### src/rtl/shmul_pkg.sv
package shmul_pkg;
  typedef struct packed {
    logic init;
    logic add;
    logic clrC;
    logic shift;
  } mulStrobe_t;
endpackage

### src/rtl/shmul_strobe_ctrl.sv
module shmul_strobe_ctrl
  import shmul_pkg::*;
(
  input  logic       opLoad,
  input  logic       strbInit,
  input  logic       strbAdd,
  input  logic       strbClrC,
  input  logic       strbShift,
  output mulStrobe_t stb,
  output logic       loadEn
);
  always_comb begin
    stb.init  = strbInit;
    stb.add   = strbAdd;
    stb.clrC  = strbClrC;
    stb.shift = strbShift;
    // operand port only acts in a cycle free of microoperations
    loadEn = opLoad & ~(strbInit | strbAdd | strbClrC | strbShift);
  end
endmodule

### src/rtl/shmul_step_counter.sv
module shmul_step_counter
  import shmul_pkg::*;
#(
  parameter int N  = 8,
  parameter int CW = 3
) (
  input  logic       clk,
  input  logic       rstN,
  input  mulStrobe_t stb,
  output logic       cntZero
);
  localparam logic [CW-1:0] START = CW'(N - 1);

  logic [CW-1:0] cntR;
  logic [CW-1:0] cntNext;

  always_comb begin
    cntNext = cntR;
    if (stb.init)  cntNext = START;
    if (stb.shift) cntNext = cntNext - 1'b1;
  end

  always_ff @(posedge clk or negedge rstN) begin
    if (!rstN) cntR <= '0;
    else       cntR <= cntNext;
  end

  assign cntZero = (cntR == '0);

  p_init_load_r3: assert property (@(posedge clk) disable iff (!rstN)
    (stb.init && !stb.shift) |=> (cntR == START));

  p_dec_wrap_r6: assert property (@(posedge clk) disable iff (!rstN)
    (stb.shift && !stb.init) |=> (cntR == $past(cntR) - 1'b1));

  p_init_shift_r7: assert property (@(posedge clk) disable iff (!rstN)
    (stb.init && stb.shift) |=> (cntR == START - 1'b1));

  p_cnt_hold_r9: assert property (@(posedge clk) disable iff (!rstN)
    (!stb.init && !stb.shift) |=> $stable(cntR));
endmodule

### src/rtl/shmul_arith.sv
module shmul_arith
  import shmul_pkg::*;
#(
  parameter int N = 8
) (
  input  logic         clk,
  input  logic         rstN,
  input  mulStrobe_t   stb,
  input  logic         loadEn,
  input  logic [N-1:0] mcand,
  input  logic [N-1:0] mplier,
  output logic [N-1:0] accOut,
  output logic [N-1:0] lowOut
);
  logic [N-1:0] accR, lowR, bR;
  logic         carryR;
  logic [N-1:0] accW, lowW;
  logic         carryW;
  logic         anyStb;

  assign anyStb = stb.init | stb.add | stb.clrC | stb.shift;

  always_comb begin
    accW   = accR;
    lowW   = lowR;
    carryW = carryR;
    if (stb.init) accW = '0;
    if (stb.add)  {carryW, accW} = {1'b0, accW} + {1'b0, bR};
    if (stb.clrC) carryW = 1'b0;
    if (stb.shift) {carryW, accW, lowW} = {1'b0, carryW, accW, lowW[N-1:1]};
    if (loadEn)   lowW = mplier;
  end

  always_ff @(posedge clk or negedge rstN) begin
    if (!rstN) begin
      accR   <= '0;
      lowR   <= '0;
      bR     <= '0;
      carryR <= 1'b0;
    end else begin
      accR   <= accW;
      lowR   <= lowW;
      carryR <= carryW;
      if (loadEn) bR <= mcand;
    end
  end

  assign accOut = accR;
  assign lowOut = lowR;

  p_opload_r2: assert property (@(posedge clk) disable iff (!rstN)
    loadEn |=> (lowR == $past(mplier)) && (bR == $past(mcand)) && $stable(accR) && $stable(carryR));

  p_init_clear_r3: assert property (@(posedge clk) disable iff (!rstN)
    (stb.init && !stb.add && !stb.shift) |=> (accR == '0));

  p_add_sum_r4: assert property (@(posedge clk) disable iff (!rstN)
    (stb.add && !stb.init && !stb.clrC && !stb.shift)
      |=> ({carryR, accR} == ({1'b0, $past(accR)} + {1'b0, $past(bR)})));

  p_clr_carry_r5: assert property (@(posedge clk) disable iff (!rstN)
    stb.clrC |=> !carryR);

  p_shift_r6: assert property (@(posedge clk) disable iff (!rstN)
    (stb.shift && !stb.init && !stb.add && !stb.clrC)
      |=> (lowR == {$past(accR[0]), $past(lowR[N-1:1])}) && (accR[N-1] == $past(carryR)) && !carryR);

  p_clr_shift_r7: assert property (@(posedge clk) disable iff (!rstN)
    (stb.clrC && stb.shift) |=> !accR[N-1]);

  p_hold_r9: assert property (@(posedge clk) disable iff (!rstN)
    (!anyStb && !loadEn) |=> $stable(accR) && $stable(lowR) && $stable(carryR) && $stable(bR));
endmodule

### src/rtl/shmul_datapath.sv
module shmul_datapath
  import shmul_pkg::*;
#(
  parameter int N = 8
) (
  input  logic           clk,
  input  logic           rstN,
  input  logic           opLoad,
  input  logic [N-1:0]   mcandIn,
  input  logic [N-1:0]   mplierIn,
  input  logic           strbInit,
  input  logic           strbAdd,
  input  logic           strbClrC,
  input  logic           strbShift,
  output logic [2*N-1:0] productOut,
  output logic           qLsb,
  output logic           cntZero
);
  localparam int CW = (N > 2) ? $clog2(N) : 1;

  mulStrobe_t   stb;
  logic         loadEn;
  logic [N-1:0] accOut, lowOut;

  shmul_strobe_ctrl u_ctrl (
    .opLoad    (opLoad),
    .strbInit  (strbInit),
    .strbAdd   (strbAdd),
    .strbClrC  (strbClrC),
    .strbShift (strbShift),
    .stb       (stb),
    .loadEn    (loadEn)
  );

  shmul_arith #(.N(N)) u_arith (
    .clk    (clk),
    .rstN   (rstN),
    .stb    (stb),
    .loadEn (loadEn),
    .mcand  (mcandIn),
    .mplier (mplierIn),
    .accOut (accOut),
    .lowOut (lowOut)
  );

  shmul_step_counter #(.N(N), .CW(CW)) u_count (
    .clk     (clk),
    .rstN    (rstN),
    .stb     (stb),
    .cntZero (cntZero)
  );

  assign productOut = {accOut, lowOut};
  assign qLsb       = lowOut[0];

  p_status_r8: assert property (@(posedge clk) disable iff (!rstN)
    (strbShift && !strbInit && !strbAdd && !strbClrC) |=> (qLsb == $past(productOut[1])));
endmodule

### config.mk
export PLATFORM = sky130hd
export DESIGN_NAME = shmul_datapath
export DESIGN_NICKNAME = d
export VERILOG_FILES = /design/src/rtl/shmul_pkg.sv /design/src/rtl/shmul_strobe_ctrl.sv /design/src/rtl/shmul_step_counter.sv /design/src/rtl/shmul_arith.sv /design/src/rtl/shmul_datapath.sv
export SDC_FILE = /design/constraint.sdc
export NUM_CORES = 1
export LEC_CHECK = 0
export BUFFER_PORTS_ARGS = -buffer_cell sky130_fd_sc_hd__buf_2
export CAP_MARGIN = 10
export CORE_MARGIN = 2
export CORE_UTILIZATION = 45
export DETAILED_ROUTE_END_ITERATION = 6
export PLACE_DENSITY = 0.73
export SYNTH_ARGS = -nofsm -noshare
export SYNTH_HDL_FRONTEND = slang
export SYNTH_SLANG_ARGS = --single-unit
### constraint.sdc
create_clock -name clk -period 4.89 [get_ports clk]
set_clock_uncertainty 0.15 [all_clocks]
set_input_delay 0.2445 -clock clk [delete_from_list [all_inputs] [get_ports clk]]
set_output_delay 0.2445 -clock clk [all_outputs]
set_load 0.005 [all_outputs]
==> results.json, run 1 <==
{
  "status": "finished clean",
  "dp_hpwl_um": 2420,
  "syn_inst": 161,
  "syn-cell-area_um2": 1650,
  "final_nets": 233,
  "ys_async_sr_fraction_pct": 100.0,
  "hp-class": "primary input to flop",
  "cts_made_buffers": 3,
  "io_pins": 41,
  "post_synth_and_or_nand_nor_area_fraction_pct": 15.77,
  "vias_per_cell": 5.182,
  "synth_compound_area_share_pct": 13.34,
  "die_w_um": 64.56,
  "syn_area_per_cell_um2": 10.25,
  "yosysUniqueCellTypes": 40,
  "r2r.worst_path.cells": 9,
  "crit_path_end_kind": "flop",
  "grt_pass1_vias": 1253,
  "ctsResizeCount": 0,
  "synth_ff_type": "dfrtp_1",
  "drv_cap": 0,
  "timing.fmax_ghz": 0.3952,
  "yosys_warnings": 0,
  "drc": 0,
  "worst_pin_slew_ns": 0.7926,
  "place_ws_ns": 2.262,
  "synth_area_leaders": "dfrtp_1 42%, ha_1 6.8%, mux2i_1 6.7%",
  "hold_depth": 3,
  "synth-seq-cells": 28,
  "ir_drop_mv": 0.1984,
  "die_y_um": 64.56,
  "clock_path_buffers": 2,
  "powerDensity_nw_per_um2": 427.1,
  "synth_mux_area_share_pct": 13.50,
  "leakage_nw": 0.9695,
  "grt_first_pass_wirelength_um": 5651,
  "dr.pass1.iters": 4,
  "drive_above_1_share_pct": 29.15,
  "whs_endpoint": "u_arith.bR[1]$_DFFE_PN0P_",
  "synth_top_family_by_area": "simple AND/OR/NAND/NOR gates",
  "die-area_um2": 4168,
  "grt_overflow_total": 0,
  "rr_endpoint": "u_arith.accOut[5]$_DFF_PN0_",
  "holdCritStartpoint": "mcandIn[1]",
  "hold_violations": 0,
  "tritoncts": "yes",
  "period_needed_ns": 2.530,
  "wl_per_cell_um": 13.49,
  "initialDrtViolationCount": 61,
  "diodes": 0,
  "crit_fanout": 3,
  "postCtsSetupBuffers": 0,
  "criticalPathCategory": "flop to flop",
  "area_delta_synth_final_pct": 18.57,
  "initial_core_util_pct": 45.77,
  "portBuffers": 40,
  "worstPathRequired_ns": 4.89,
  "yosysTopAreaCellShare_pct": 42.46,
  "track_usage_pct": 17.10,
  "path_clk_slew_ns": 0.10,
  "worst_setup_path_start_kind": "flop",
  "synth_xor_area_share_pct": 3.184,
  "wirelength_um": 3331,
  "clk_latency_ns": 0.27,
  "rows": 22,
  "cts_hold_buf": 1,
  "slew_viol_final": 0,
  "core-area_um2": 3606,
  "fin_ws_ns": 2.360,
  "synthesis.nets": 194,
  "grt_max_degree": 29,
  "relSlewSlack_pct": 47.16,
  "synth_edf_count": 0,
  "root_buffer": "clkbuf_8",
  "cts_sinks": 28,
  "setup-violations-final": 0,
  "vias": 1280,
  "period_share_pct": 51.75,
  "drtAntennaViolNets": 0,
  "fin_setup_tns_ns": 0,
  "seq_area_frac_synth_pct": 42.46,
  "antenna_found_initial": 0,
  "fill_cells": 326,
  "arrival_ns": 2.53,
  "yosysTopAreaCell": "dfrtp_1",
  "reg2reg_slack_ns": 2.36,
  "rsz0062_at_grt": "false",
  "synthAdderAreaFrac_pct": 8.036,
  "globalplace.congestion": 0.8137,
  "htree_levels": 1,
  "r2r_start": "u_arith.accOut[0]$_DFF_PN0_"
}
## state kept, by name, summed over array words and instances, names as in the netlist
signal,count
u_arith.accOut,8
u_arith.carryR,1
u_arith.bR,8
u_count.cntR,3
u_arith.lowOut,8
## critical path, cell delays in order (launching register included)
cell	delay, ns
dfrtp_1	0.36
nor2b_1	0.17
ha_1	0.23
inv_1	0.07
fa_1	0.41
nand2b_1	0.19
a21oi_2	0.20
nor2b_4	0.07
xnor2_1	0.12
mux4_2	0.45
## through the flow
stage | hold slack (ns) | area (µm²) | utilization [%] | power, mW | cells
floorplan | -0.2011 | 1650 | - | 0.5554 | 161
global placement | 0.1404 | 1876 | 52.01 | 0.6500 | 242
detailed placement | 0.1469 | 1876 | 52.01 | 0.6576 | 242
CTS | 0.02379 | 1957 | 54.27 | 0.8437 | 247
global route | 0.02238 | 1957 | 54.27 | 0.9000 | 247
finish | 0.02804 | 1957 | 54.27 | 0.8358 | 247
## power breakdown
group / total, mW / internal [mW] / switching [mW]
Sequential: 0.328 / 0.291 / 0.0371
Combinational: 0.325 / 0.164 / 0.162
Clock: 0.182 / 0.110 / 0.0723
## logic make-up after synthesis
| family | Yosys count |
|---|---|
| buffers and inverters | 14 |
| and+or+nand+nor | 53 |
| AOI/OAI and AO/OA | 30 |
| muxes | 20 |
| xor gates and xnor gates | 6 |
| DFF | 28 |
| adders and majority gates | 10 |
## area by class of cell
class                      instances  area (µm²)  share of cell area, %
inverter                           7       26.28                  1.343
multi-input combinational        119       888.4                  45.40
sequential                        28       700.7                  35.81
clock buffer                       3       41.29                  2.110
tap                               48       60.06                  3.069
clock inverter                     1       30.03                  1.535
timing repair buffer              41       210.2                  10.74
## metal layers
| layer | up-vias | routed length (µm) | track usage, % |
|---|---|---|---|
| met2 | 21 | 1641 | 30.47 |
| li1 | 645 | - | - |
| met5 | - | 0 | 0 |
| met4 | 0 | 34 | 4.787 |
| met3 | 2 | 95 | 1.736 |
| met1 | 612 | 1560 | 22.09 |
## worst max path at each step
stage	start	depth (start not counted)	slack [ns]	endpoint
after CTS	u_arith.accOut[0]$_DFF_PN0_	9	2.36	u_arith.accOut[5]$_DFF_PN0_
after floorplan	strbInit	10	2.43	u_arith.accOut[5]$_DFF_PN0_
after global placement	strbInit	10	2.34	u_arith.accOut[5]$_DFF_PN0_
after global routing	u_arith.accOut[0]$_DFF_PN0_	9	2.23	u_arith.accOut[5]$_DFF_PN0_
final	u_arith.accOut[0]$_DFF_PN0_	9	2.36	u_arith.accOut[5]$_DFF_PN0_
after detailed placement	strbInit	10	2.26	u_arith.accOut[5]$_DFF_PN0_
## cell usage after synthesis (2+ instances only)
library cell	n
dfrtp_1	28
nor2_1	10
ha_1	9
mux2_2	8
inv_1	6
a31oi_1	2
o21ai_0	4
nor3_1	4
nand2_1	20
xnor2_1	4
a21oi_1	5
buf_2	4
nand2b_1	3
nor2b_1	10
xor2_1	2
o211ai_1	2
a22oi_1	7
mux2i_1	11
## layout by cell type (no fill, tap or decap), drive strengths merged, types with 3 or more instances in the layout
cell type  Yosys  routed
o21ai          5       5
mux2           8       8
xnor2          4       4
nor2          10      10
inv            6       6
a21oi          6       6
clkbuf         1       3
mux2i         11      11
buf            6      40
a22oi          7       7
nor2b         11      11
dfrtp         28      28
ha             9       9
nand2         20      20
nand2b         3       3
o211ai         3       3
nor3           4       4
No activity file was read; power rests on OpenSTA's default activity.
==> run 2, diff against run 1 <==
PLACE_DENSITY = 0.76   (was 0.73)
clock period = 2.3 ns   (was 4.89 ns; I/O delays follow)
==> results.json, run 2 (synthesis gave the netlist of run 1 again) <==
{
  "p_switching_uw": 635.9,
  "hold_depth": 4,
  "cts_made_buffers": 3,
  "initialDrtViolationCount": 94,
  "critPathSlowestCell": "mux4_2",
  "initial_core_util_pct": 45.77,
  "leakage_nw": 1.099,
  "worstPathRequired_ns": 2.31,
  "globalplace.congestion": 0.8539,
  "netSwitchingFraction_pct": 33.17,
  "vias": 1432,
  "core-area_um2": 3606,
  "die_w_um": 64.56,
  "timing.fmax_ghz": 0.4268,
  "hold_violations": 0,
  "worst_pin_slew_ns": 0.6209,
  "clock_path_buffers": 2,
  "powerDensity_nw_per_um2": 857.3,
  "wirelength_um": 3913,
  "period_needed_ns": 2.343,
  "grt_pass1_vias": 1428,
  "die_y_um": 64.56,
  "grt_first_pass_wirelength_um": 6651,
  "slew_viol_final": 0,
  "area_delta_synth_final_pct": 35.48,
  "final_nets": 258,
  "arrival_ns": 2.35,
  "crit_fanout": 2,
  "portBuffers": 40,
  "pwr-share-clk_pct": 20.5,
  "status": "complete, but fails checks",
  "io_pins": 41,
  "grt_overflow_total": 0,
  "final_cell_mix": "40 x buf_2, 28 x dfrtp_1, 20 x nand2_1",
  "fill_cells": 303,
  "path_cells": "nor2b_4, ha_4, inv_2, fa_2, nand2b_4, a21oi_4, nor2b_4, xnor2_2, mux4_2",
  "grt_max_degree": 29,
  "placedCellCount": 246,
  "crit_path_end_kind": "flop",
  "diodes": 0,
  "slowest_delay_ns": 0.46,
  "drive_above_1_share_pct": 33.04,
  "fin_ws_ns": -0.04319,
  "track_usage_pct": 20.80,
  "seq_power_share_pct": 36.3,
  "path_clk_slew_ns": 0.10,
  "setup-violations-final": 1,
  "antenna_found_initial": 0,
  "drtAntennaViolNets": 0,
  "drc": 0,
  "internal-power_mw": 1.281,
  "rows": 22,
  "vias_per_cell": 5.265,
  "crit_top_cell": "nor2b_4",
  "root_buffer": "clkbuf_8",
  "ir_drop_mv": 0.4577,
  "dp_hpwl_um": 2526,
  "rsz0062_at_grt": "true",
  "violations": "negative setup slack",
  "final_common_cell": "buf_2",
  "criticalPathCategory": "flop to flop",
  "hp-class": "primary input to flop",
  "drv_cap": 0,
  "r2r.worst_path.cells": 9,
  "cts_sinks": 28,
  "combPwrFrac_pct": 43.2,
  "fin_setup_tns_ns": -0.04319,
  "clk_latency_ns": 0.28,
  "tritoncts": "yes",
  "relSlewSlack_pct": 58.61,
  "layout.cells.non_filler": 272,
  "period_share_pct": 101.9,
  "dr.pass1.iters": 4,
  "place_ws_ns": -0.08360,
  "wl_per_cell_um": 14.39,
  "die-area_um2": 4168,
  "htree_levels": 1,
  "worst_setup_path_start_kind": "flop"
}
-- run 2: timing repair --
| action | CTS | global route |
|---|---|---|
| pin swaps | 4 | 3 |
| setup buffers | 3 | 2 |
| setup endpoints to repair | 1 | 4 |
| hold buffers | 17 | 0 |
| endpoints found under the hold margin | 44 | 0 |
| resized for setup | 4 | 1 |
-- run 2: stage by stage --
stage | cell area, µm² | power [mW] | hold slack, ns | utilization (%)
finish | 2236 | 1.917 | 0.01891 | 62.01
detailed placement | 1928 | 1.426 | 0.02508 | 53.47
CTS | 2215 | 1.891 | 0.007977 | 61.42
floorplan | 1673 | 1.198 | -0.3306 | -
global placement | 1928 | 1.403 | 0.01351 | 53.47
global route | 2236 | 2.045 | 0.04465 | 62.01
-- run 2: final timing paths --
check,endpoint,from,slack [ns]
worst max-delay path,u_arith.accOut[5]$_DFF_PN0_,u_arith.accOut[0]$_DFF_PN0_,-0.04
worst min-delay path,u_arith.carryR$_DFF_PN0_,strbClrC,0.02
worst max register to register,u_arith.accOut[5]$_DFF_PN0_,u_arith.accOut[0]$_DFF_PN0_,-0.04
worst min register to register,u_arith.lowOut[1]$_DFFE_PN0P_,u_arith.lowOut[1]$_DFFE_PN0P_,0.37
max in group asynchronous,u_arith.accOut[6]$_DFF_PN0_,rstN,1.37
min in group asynchronous,u_arith.bR[1]$_DFFE_PN0P_,rstN,0.23
-- run 2: critical path, delay by kind of cell (launching register included) --
family	cells	cell delay, ns
AND/OR/NAND/NOR	3	0.41
adder cells (fa/ha/maj)	2	0.48
flip-flops	1	0.36
multiplexers	1	0.46
buffers and inverters	1	0.04
AO/OA/AOI/OAI	1	0.19
XOR/XNOR	1	0.13
-- run 2: routing by layer --
metal	vias up	track usage [%]	share of wire, %
li1	694	-	-
met1	695	26.60	43
met2	35	35.94	52
met3	8	2.083	2.6
met4	0	8.777	2.3
met5	-	0	0
-- run 2: power by group through the flow --
| stage | sequential (mW) | combinational, mW | clock (mW) |
|---|---|---|---|
| after CTS | 0.697 | 0.795 | 0.400 |
| after floorplan | 0.702 | 0.496 | 0 |
| final | 0.696 | 0.827 | 0.394 |
| after global placement | 0.701 | 0.702 | 0 |
| after global routing | 0.713 | 0.915 | 0.418 |
| after detailed placement | 0.704 | 0.722 | 0 |
-- run 2: cell type report --
type	instances	area [µm²]	area share, %
clock inverters	1	30.03	1.343
repair buffers	66	437.9	19.59
inverters	7	26.28	1.175
multi-input cells	119	939.7	42.03
flip-flops and latches	28	700.7	31.34
well taps	48	60.06	2.686
clock buffers	3	41.29	1.847
